$ cat src/rtl/sec_rtc_pkg.sv
package sec_rtc_pkg;

    localparam int ADDR_W = 3;

    typedef enum logic [ADDR_W-1:0] {
        REG_CTRL  = 3'd0,
        REG_LOAD  = 3'd1,
        REG_MATCH = 3'd2,
        REG_MASK  = 3'd3,
        REG_CLR   = 3'd4
    } reg_addr_e;

    typedef struct packed {
        logic cont;
        logic stall;
        logic en;
    } ctrl_t;

    // counting is permitted unless a stall-only halt is in force
    function automatic logic count_allowed(ctrl_t c, logic halt);
        return c.en && !(halt && c.stall && !c.cont);
    endfunction

endpackage

$ cat src/rtl/sec_rtc_refsync.sv
module sec_rtc_refsync #(
    parameter int SYNC_STAGES = 2
) (
    input  logic clk,
    input  logic rst,
    input  logic ref_in,
    output logic rise
);
    localparam int LAST = SYNC_STAGES;

    logic [LAST:0] chain;

    generate
        for (genvar i = 0; i <= LAST; i++) begin : g_stage
            if (i == 0) begin : g_first
                always_ff @(posedge clk) begin
                    if (rst) chain[i] <= 1'b0;
                    else     chain[i] <= ref_in;
                end
            end else begin : g_next
                always_ff @(posedge clk) begin
                    if (rst) chain[i] <= 1'b0;
                    else     chain[i] <= chain[i-1];
                end
            end
        end
    endgenerate

    assign rise = chain[LAST-1] & ~chain[LAST];
endmodule

$ cat src/rtl/sec_rtc_prescale.sv
module sec_rtc_prescale #(
    parameter int PRE_W = 15
) (
    input  logic clk,
    input  logic rst,
    input  logic clear,
    input  logic step,
    output logic tick
);
    localparam logic [PRE_W-1:0] PH_LAST = '1;

    logic [PRE_W-1:0] phase;

    assign tick = step && (phase == PH_LAST);

    always_ff @(posedge clk) begin
        if (rst || clear)
            phase <= '0;
        else if (step)
            phase <= phase + 1'b1;
    end
endmodule

$ cat src/rtl/sec_rtc_regs.sv
module sec_rtc_regs
    import sec_rtc_pkg::*;
#(
    parameter int CNT_W = 32
) (
    input  logic              clk,
    input  logic              rst,
    input  logic              wr_en,
    input  logic [ADDR_W-1:0] wr_addr,
    input  logic [CNT_W-1:0]  wr_data,
    output ctrl_t             ctl,
    output logic [CNT_W-1:0]  match_val,
    output logic              mask,
    output logic              load_stb,
    output logic              start_stb,
    output logic              clr_stb
);
    logic sel_ctrl, sel_match, sel_mask;

    always_comb begin
        sel_ctrl  = wr_en && (wr_addr == REG_CTRL);
        sel_match = wr_en && (wr_addr == REG_MATCH);
        sel_mask  = wr_en && (wr_addr == REG_MASK);
        load_stb  = wr_en && (wr_addr == REG_LOAD);
        clr_stb   = wr_en && (wr_addr == REG_CLR) && wr_data[0];
        start_stb = sel_ctrl && wr_data[0] && !ctl.en;
    end

    always_ff @(posedge clk) begin
        if (rst) begin
            ctl       <= '0;
            match_val <= '0;
            mask      <= 1'b0;
        end else begin
            if (sel_ctrl)  ctl       <= ctrl_t'(wr_data[2:0]);
            if (sel_match) match_val <= wr_data;
            if (sel_mask)  mask      <= wr_data[0];
        end
    end
endmodule

$ cat src/rtl/sec_rtc_core.sv
module sec_rtc_core #(
    parameter int CNT_W = 32
) (
    input  logic             clk,
    input  logic             rst,
    input  logic             load_stb,
    input  logic [CNT_W-1:0] load_val,
    input  logic             start_stb,
    input  logic             tick,
    input  logic [CNT_W-1:0] match_val,
    input  logic             clr_stb,
    output logic [CNT_W-1:0] count,
    output logic             status
);
    localparam logic [CNT_W-1:0] FIRST_VAL = CNT_W'(1);

    logic             first_pending;
    logic             do_preload;
    logic [CNT_W-1:0] next_up;
    logic             hit;

    always_comb begin
        do_preload = start_stb && first_pending;
        next_up    = count + 1'b1;
        hit        = tick && !load_stb && !do_preload && (next_up == match_val);
    end

    always_ff @(posedge clk) begin
        if (rst) begin
            count         <= '0;
            first_pending <= 1'b1;
            status        <= 1'b0;
        end else begin
            if (load_stb) begin
                count         <= load_val;
                first_pending <= 1'b0;
            end else if (do_preload) begin
                count         <= FIRST_VAL;
                first_pending <= 1'b0;
            end else if (tick) begin
                count <= next_up;
            end
            status <= (status && !clr_stb) || hit;
        end
    end
endmodule

$ cat src/rtl/sec_rtc.sv
module sec_rtc
    import sec_rtc_pkg::*;
#(
    parameter int CNT_W       = 32,
    parameter int PRE_W       = 15,
    parameter int SYNC_STAGES = 2
) (
    input  logic              clk,
    input  logic              rst,
    input  logic              ref_in,
    input  logic              dbg_halt,
    input  logic              wr_en,
    input  logic [ADDR_W-1:0] wr_addr,
    input  logic [CNT_W-1:0]  wr_data,
    input  logic [ADDR_W-1:0] rd_addr,
    output logic [CNT_W-1:0]  rd_data,
    output logic [CNT_W-1:0]  count,
    output logic              match_raw,
    output logic              irq
);
    ctrl_t            ctl;
    logic [CNT_W-1:0] match_val;
    logic             mask;
    logic             load_stb, start_stb, clr_stb;
    logic             ref_rise, run, tick;

    sec_rtc_refsync #(.SYNC_STAGES(SYNC_STAGES)) u_sync (
        .clk(clk), .rst(rst), .ref_in(ref_in), .rise(ref_rise)
    );

    sec_rtc_regs #(.CNT_W(CNT_W)) u_regs (
        .clk(clk), .rst(rst), .wr_en(wr_en), .wr_addr(wr_addr), .wr_data(wr_data),
        .ctl(ctl), .match_val(match_val), .mask(mask),
        .load_stb(load_stb), .start_stb(start_stb), .clr_stb(clr_stb)
    );

    assign run = count_allowed(ctl, dbg_halt);

    sec_rtc_prescale #(.PRE_W(PRE_W)) u_pre (
        .clk(clk), .rst(rst), .clear(load_stb), .step(ref_rise && run), .tick(tick)
    );

    sec_rtc_core #(.CNT_W(CNT_W)) u_core (
        .clk(clk), .rst(rst), .load_stb(load_stb), .load_val(wr_data),
        .start_stb(start_stb), .tick(tick), .match_val(match_val),
        .clr_stb(clr_stb), .count(count), .status(match_raw)
    );

    assign irq = match_raw && mask;

    always_comb begin
        case (rd_addr)
            REG_CTRL:  rd_data = {{(CNT_W-3){1'b0}}, ctl};
            REG_LOAD:  rd_data = count;
            REG_MATCH: rd_data = match_val;
            REG_MASK:  rd_data = {{(CNT_W-1){1'b0}}, mask};
            REG_CLR:   rd_data = {{(CNT_W-2){1'b0}}, irq, match_raw};
            default:   rd_data = '0;
        endcase
    end
endmodule

$ cat config.mk
export PLATFORM = sky130hd
export DESIGN_NAME = sec_rtc
export DESIGN_NICKNAME = d
export VERILOG_FILES = /design/src/rtl/sec_rtc_pkg.sv /design/src/rtl/sec_rtc_refsync.sv /design/src/rtl/sec_rtc_prescale.sv /design/src/rtl/sec_rtc_regs.sv /design/src/rtl/sec_rtc_core.sv /design/src/rtl/sec_rtc.sv
export SDC_FILE = /design/constraint.sdc
export NUM_CORES = 1
export LEC_CHECK = 0
export ABC_AREA = 1
export BUFFER_PORTS_ARGS = -buffer_cell sky130_fd_sc_hd__buf_2
export CAP_MARGIN = 0
export CORE_UTILIZATION = 58
export CTS_BUF_LIST = sky130_fd_sc_hd__clkbuf_4 sky130_fd_sc_hd__clkbuf_8
export CTS_CLUSTER_DIAMETER = 50
export DETAILED_ROUTE_END_ITERATION = 12
export GPL_ROUTABILITY_DRIVEN = 1
export PLACE_DENSITY = 0.83
export SETUP_SLACK_MARGIN = 0.2
export SYNTH_ARGS = -nofsm -noshare
export SYNTH_HDL_FRONTEND = slang
export SYNTH_SLANG_ARGS = --single-unit
$ cat constraint.sdc
create_clock -name clk -period 2.8 [get_ports clk]
set_clock_uncertainty 0.2 [all_clocks]
set_input_delay 0.56 -clock clk [delete_from_list [all_inputs] [get_ports clk]]
set_output_delay 0.56 -clock clk [all_outputs]
set_load 0.02 [all_outputs]
Word-level counts from Yosys, hierarchy flattened
Index checks and enable logic that the tools add are counted.
Widths: inputs -> output; s select.

operators by class
  bitwise gates (word level) = 2
  equality and inequality tests = 10
  multiplexer cells = 6
  reductions and logical operators = 31
  add/subtract/negate cells = 2

operators with widths
  kind                   number
  $pmux 32 s5            1
  $mux 32                3
  $add 32x1->32 const B  1
  $eq 32x32->1           1
  $logic_and 1x1->1      19
  $add 15x1->15 const B  1
  $eq 15x15->1 const B   1
  $eq 3x2->1 const B     4
  $eq 3x1->1 const B     2
  $eq 3x3->1 const B     2
  $logic_not 1->1        6
  $logic_not 3->1        2
  $reduce_bool 3->1      1
  $logic_or 1x1->1       2
  $mux 1                 2
  $reduce_bool 2->1      1
  $and 1x1->1            1
  $not 1->1              1

storage, ports and cells
  register bits = 88

Depth between registers and ports, before layout
  word-level depth = 10
  gate-level depth with buffers = 15
  depth with buffers taken out = 15

By module
From an unflattened synthesis, not the netlist that was laid out.

second synthesis, totals
  cell total of the unflattened synthesis = 1069
  area total of the unflattened synthesis = 6266.0 um^2

by module, submodules not included
  module            sequential area each (um^2)  area each (um^2)  times used  cells each
  sec_rtc_core      680.7                        3261.9            1           603
  sec_rtc_regs      720.7                        1596.5            1           213
  sec_rtc_prescale  300.3                        807.0             1           116
  sec_rtc           0.0                          514.2             1           127
  sec_rtc_refsync   60.1                         86.3              1           10

Least setup slack after synthesis
OpenSTA, ideal clock, no wires.

  path kind = input port to output port
  start = in rd_addr[0]
  end = out rd_data[2]
  arrival time = 1532 ps
  stages on the path = 4
  required time = 2040 ps
  path buffers = 1
  setup slack = 508 ps
  path through = nor3_1 > inv_1 > clkbuf_1 > o221ai_1

on the way
  word-level cells in the longest chain between the ends = 2
  elaborated cells on any way between the ends = 6

ends and longest elaborated chain
  item                                RTL line       text
  start, declared                     sec_rtc.sv:15  input logic [ADDR_W-1:0] rd_addr,
  $eq 3x3->1 (tied with other cells)  sec_rtc.sv:52  case (rd_addr)
  $pmux 32 s5 *                       sec_rtc.sv:52
  end, declared                       sec_rtc.sv:16  output logic [CNT_W-1:0] rd_data,

Mark *: on every way between the ends. The rest lies on a longest branch, timed or not.

Final worst setup path
  start = in rd_addr[0]
  end = out rd_data[15]

Same word-level chain as after synthesis.

==> metrics.yaml <==
synthesis:
  yosysSeqAreaShare: 0.320
  synth_top_area_share: 0.320
  synth_area_per_cell_sq_um: 6.29
  ys_seq_elements: 88
  synthDistinctLibCells: 38
  synthTopCellsByArea: "dfxtp_1 32%, nand2_1 15%, nand3_1 7.8%, a21oi_1 7.1%, inv_1 7.1%"
  yosysTopAreaCell: "dfxtp_1"
  netlist_instances: 876
  syn_nets: 921
  synth_area_sq_um: 5510
  yosysWarnings: 0
floorplan:
  io-pin-count: 109
  die_h_microns: 99.5
  fp.coreArea_sq_um: 9240
  die_x_microns: 99.5
  die-area_sq_um: 9900
  start_util: 0.596
  row_count: 35
clock_tree:
  clk_pin_slew_ps: 90
  root_buffer: "clkbuf_8"
  cts_sinks: 88
  cts_tree: "built"
  cts_buffer_depth: 2
  htree_levels: 3
  clk_latency_ps: 360
  numCtsBuffers: 9
  holdBufCountCts: 0
sta:
  drv_slew: 0
  finalSetupViolations: 0
  timing.final.crit_share: 0.893
  fmax_mhz: 400
  setup_ws_ps: 298
  rsz0062_at_grt: "false"
  max_slew.worst_pin.slew_ps: 553
  fin_hold_ws_ps: 224
  fin_crit_ps: 2500
  fin_setup_tns_ps: 0
  finalHoldViolCount: 0
  slew-limit-headroom: 0.631
power_and_ir_drop:
  vdd_ir_drop_max_mv: 0.295
  p_per_area_nw_per_um2: 453
  power_leakage_uw: 0.00288
min_path:
  worstHoldPathType: "reg -> reg"
layout:
  final_common_cell: "nand2_1"
  fin_nets: 1026
  drive_above_1_share: 0.175
  seqCellArea_sq_um: 1760
  diodes: 0
  multi_input_area_sq_um: 3220
  fin_area_sq_um: 6520
  fillCellCount: 828
  layout_common_cells: "225 x nand2_1, 108 x buf_2, 104 x inv_1"
  finalNonFillerCells: 1115
  syn_to_final_growth_pct: 18.3
placed_design:
  dp_hpwl_mm: 11.7
  gp_congestion: 0.928
  io_buffers: 108
  dpl.cell_count: 1095
  pre_cts_slack_ps: 251
  dpl_cell_area_sq_um: 6200
global_route:
  grt_max_degree: 61
  track_usage: 0.340
  grt_pass1_vias: 5840
  grt_overflow_total: 0
  grt_pass1_wl_mm: 26.8
  antenna_found_initial: 0
setup_path:
  cp.required_ps: 2040
  crit_arrival_ps: 1740
  start_kind: "input pin"
  crit_type: "in -> out"
  endpoint_kind: "output port"
  path_max_fanout: 30
route:
  dr.pass1.iters: 5
  drc_errors: 0
  final_antenna_net_count: 0
  wl_mm: 16.4
  vias_per_cell: 5.69
  wl_per_cell_microns: 14.7
  dr_total_vias: 6346
  drt_iter0_markers: 510
flow_run:
  cap_viol_max_count: 0
run_status:
  outcome: "finished clean"
==> stage by stage <==
step	power [uW]	util
5_1_grt	3060	0.705
3_3_place_gp	1770	0.671
4_1_cts	2960	0.701
6_report	2960	0.705
2_1_floorplan	1620	-
3_5_place_dp	1770	0.671
==> power by group <==
| part | leakage, uW | total [uW] | switching, uW | internal [uW] |
|---|---|---|---|---|
| registers | 0.000715 | 1340 | 46.9 | 1290 |
| clock network | 0.000136 | 1200 | 504 | 696 |
| logic | 0.00203 | 414 | 270 | 144 |
| total | 0.00288 | 2960 | 820 | 2130 |
==> critical path, stage by stage <==
cell and delay [ps]:
buf_2 120, nor3_2 240, inv_1 60, buf_4 260, o22ai_1 280, buf_2 220
==> flip-flops by register name, indices dropped and copies added (netlist names) <==
name,count
u_core.count,32
u_regs.match_val,32
u_pre.phase,15
u_regs.ctl,3
u_sync.chain,3
u_core.first_pending,1
u_core.status,1
u_regs.mask,1
==> synthesized netlist by cell type (all sizes together) <==
master,count
or2,2
and2,1
xnor3,2
nor2,100
nand4,2
inv,108
ha,2
nand2,231
nand3,88
a32o,2
dfxtp,88
buf,6
a21oi,79
o22ai,29
a211o,1
and3,1
clkbuf,26
clkinv,1
a32oi,2
o21ai,55
nor3,8
o21a,4
xnor2,4
o41ai,1
a221oi,19
o221ai,1
a211oi,5
xor2,8
==> logic make-up (layout without fill, tap and decap cells) <==
kind of cell,after synthesis,after routing,synth area share
AND/OR/NAND/NOR,433,433,0.341
AO/OA/AOI/OAI,198,198,0.209
buffers and inverters,141,251,0.0978
flip-flops,88,88,0.320
XOR/XNOR,14,14,0.0272
adder cells (fa/ha/maj),2,2,0.00454
==> path summary, 6_finish.rpt <==
| path | start | slack, ps | endpoint | cells after the start |
|---|---|---|---|---|
| worst min-delay path | u_sync.chain[0] | 220 | u_sync.chain[1] | 2 |
| worst max-delay path | rd_addr[0] | 300 | rd_data[15] | 6 |
| worst min register to register | u_sync.chain[0] | 220 | u_sync.chain[1] | 2 |
| worst max register to register | u_core.count[2] | 400 | u_core.status | 12 |
==> layer usage <==
metal | GRT usage | wire (microns)
met5 | 0 | 0
met4 | 0.137 | 557
met3 | 0.0520 | 1340
met2 | 0.582 | 7590
met1 | 0.428 | 6940
==> final cells by class <==
class / count / share of cell area
Inverter: 109 / 0.0631
Clock buffer: 9 / 0.0190
Clock inverter: 7 / 0.0228
Multi-Input combinational cell: 647 / 0.494
Sequential cell: 88 / 0.270
Timing Repair Buffer: 126 / 0.106
Tap cell: 129 / 0.0248
==> repair_timing <==
item	CTS	global route
resized for setup	0	6
endpoints found under the setup margin	0	24
hold endpoints to repair	0	0
buffers inserted	0	4
Power figures use the tool's default switching activity.
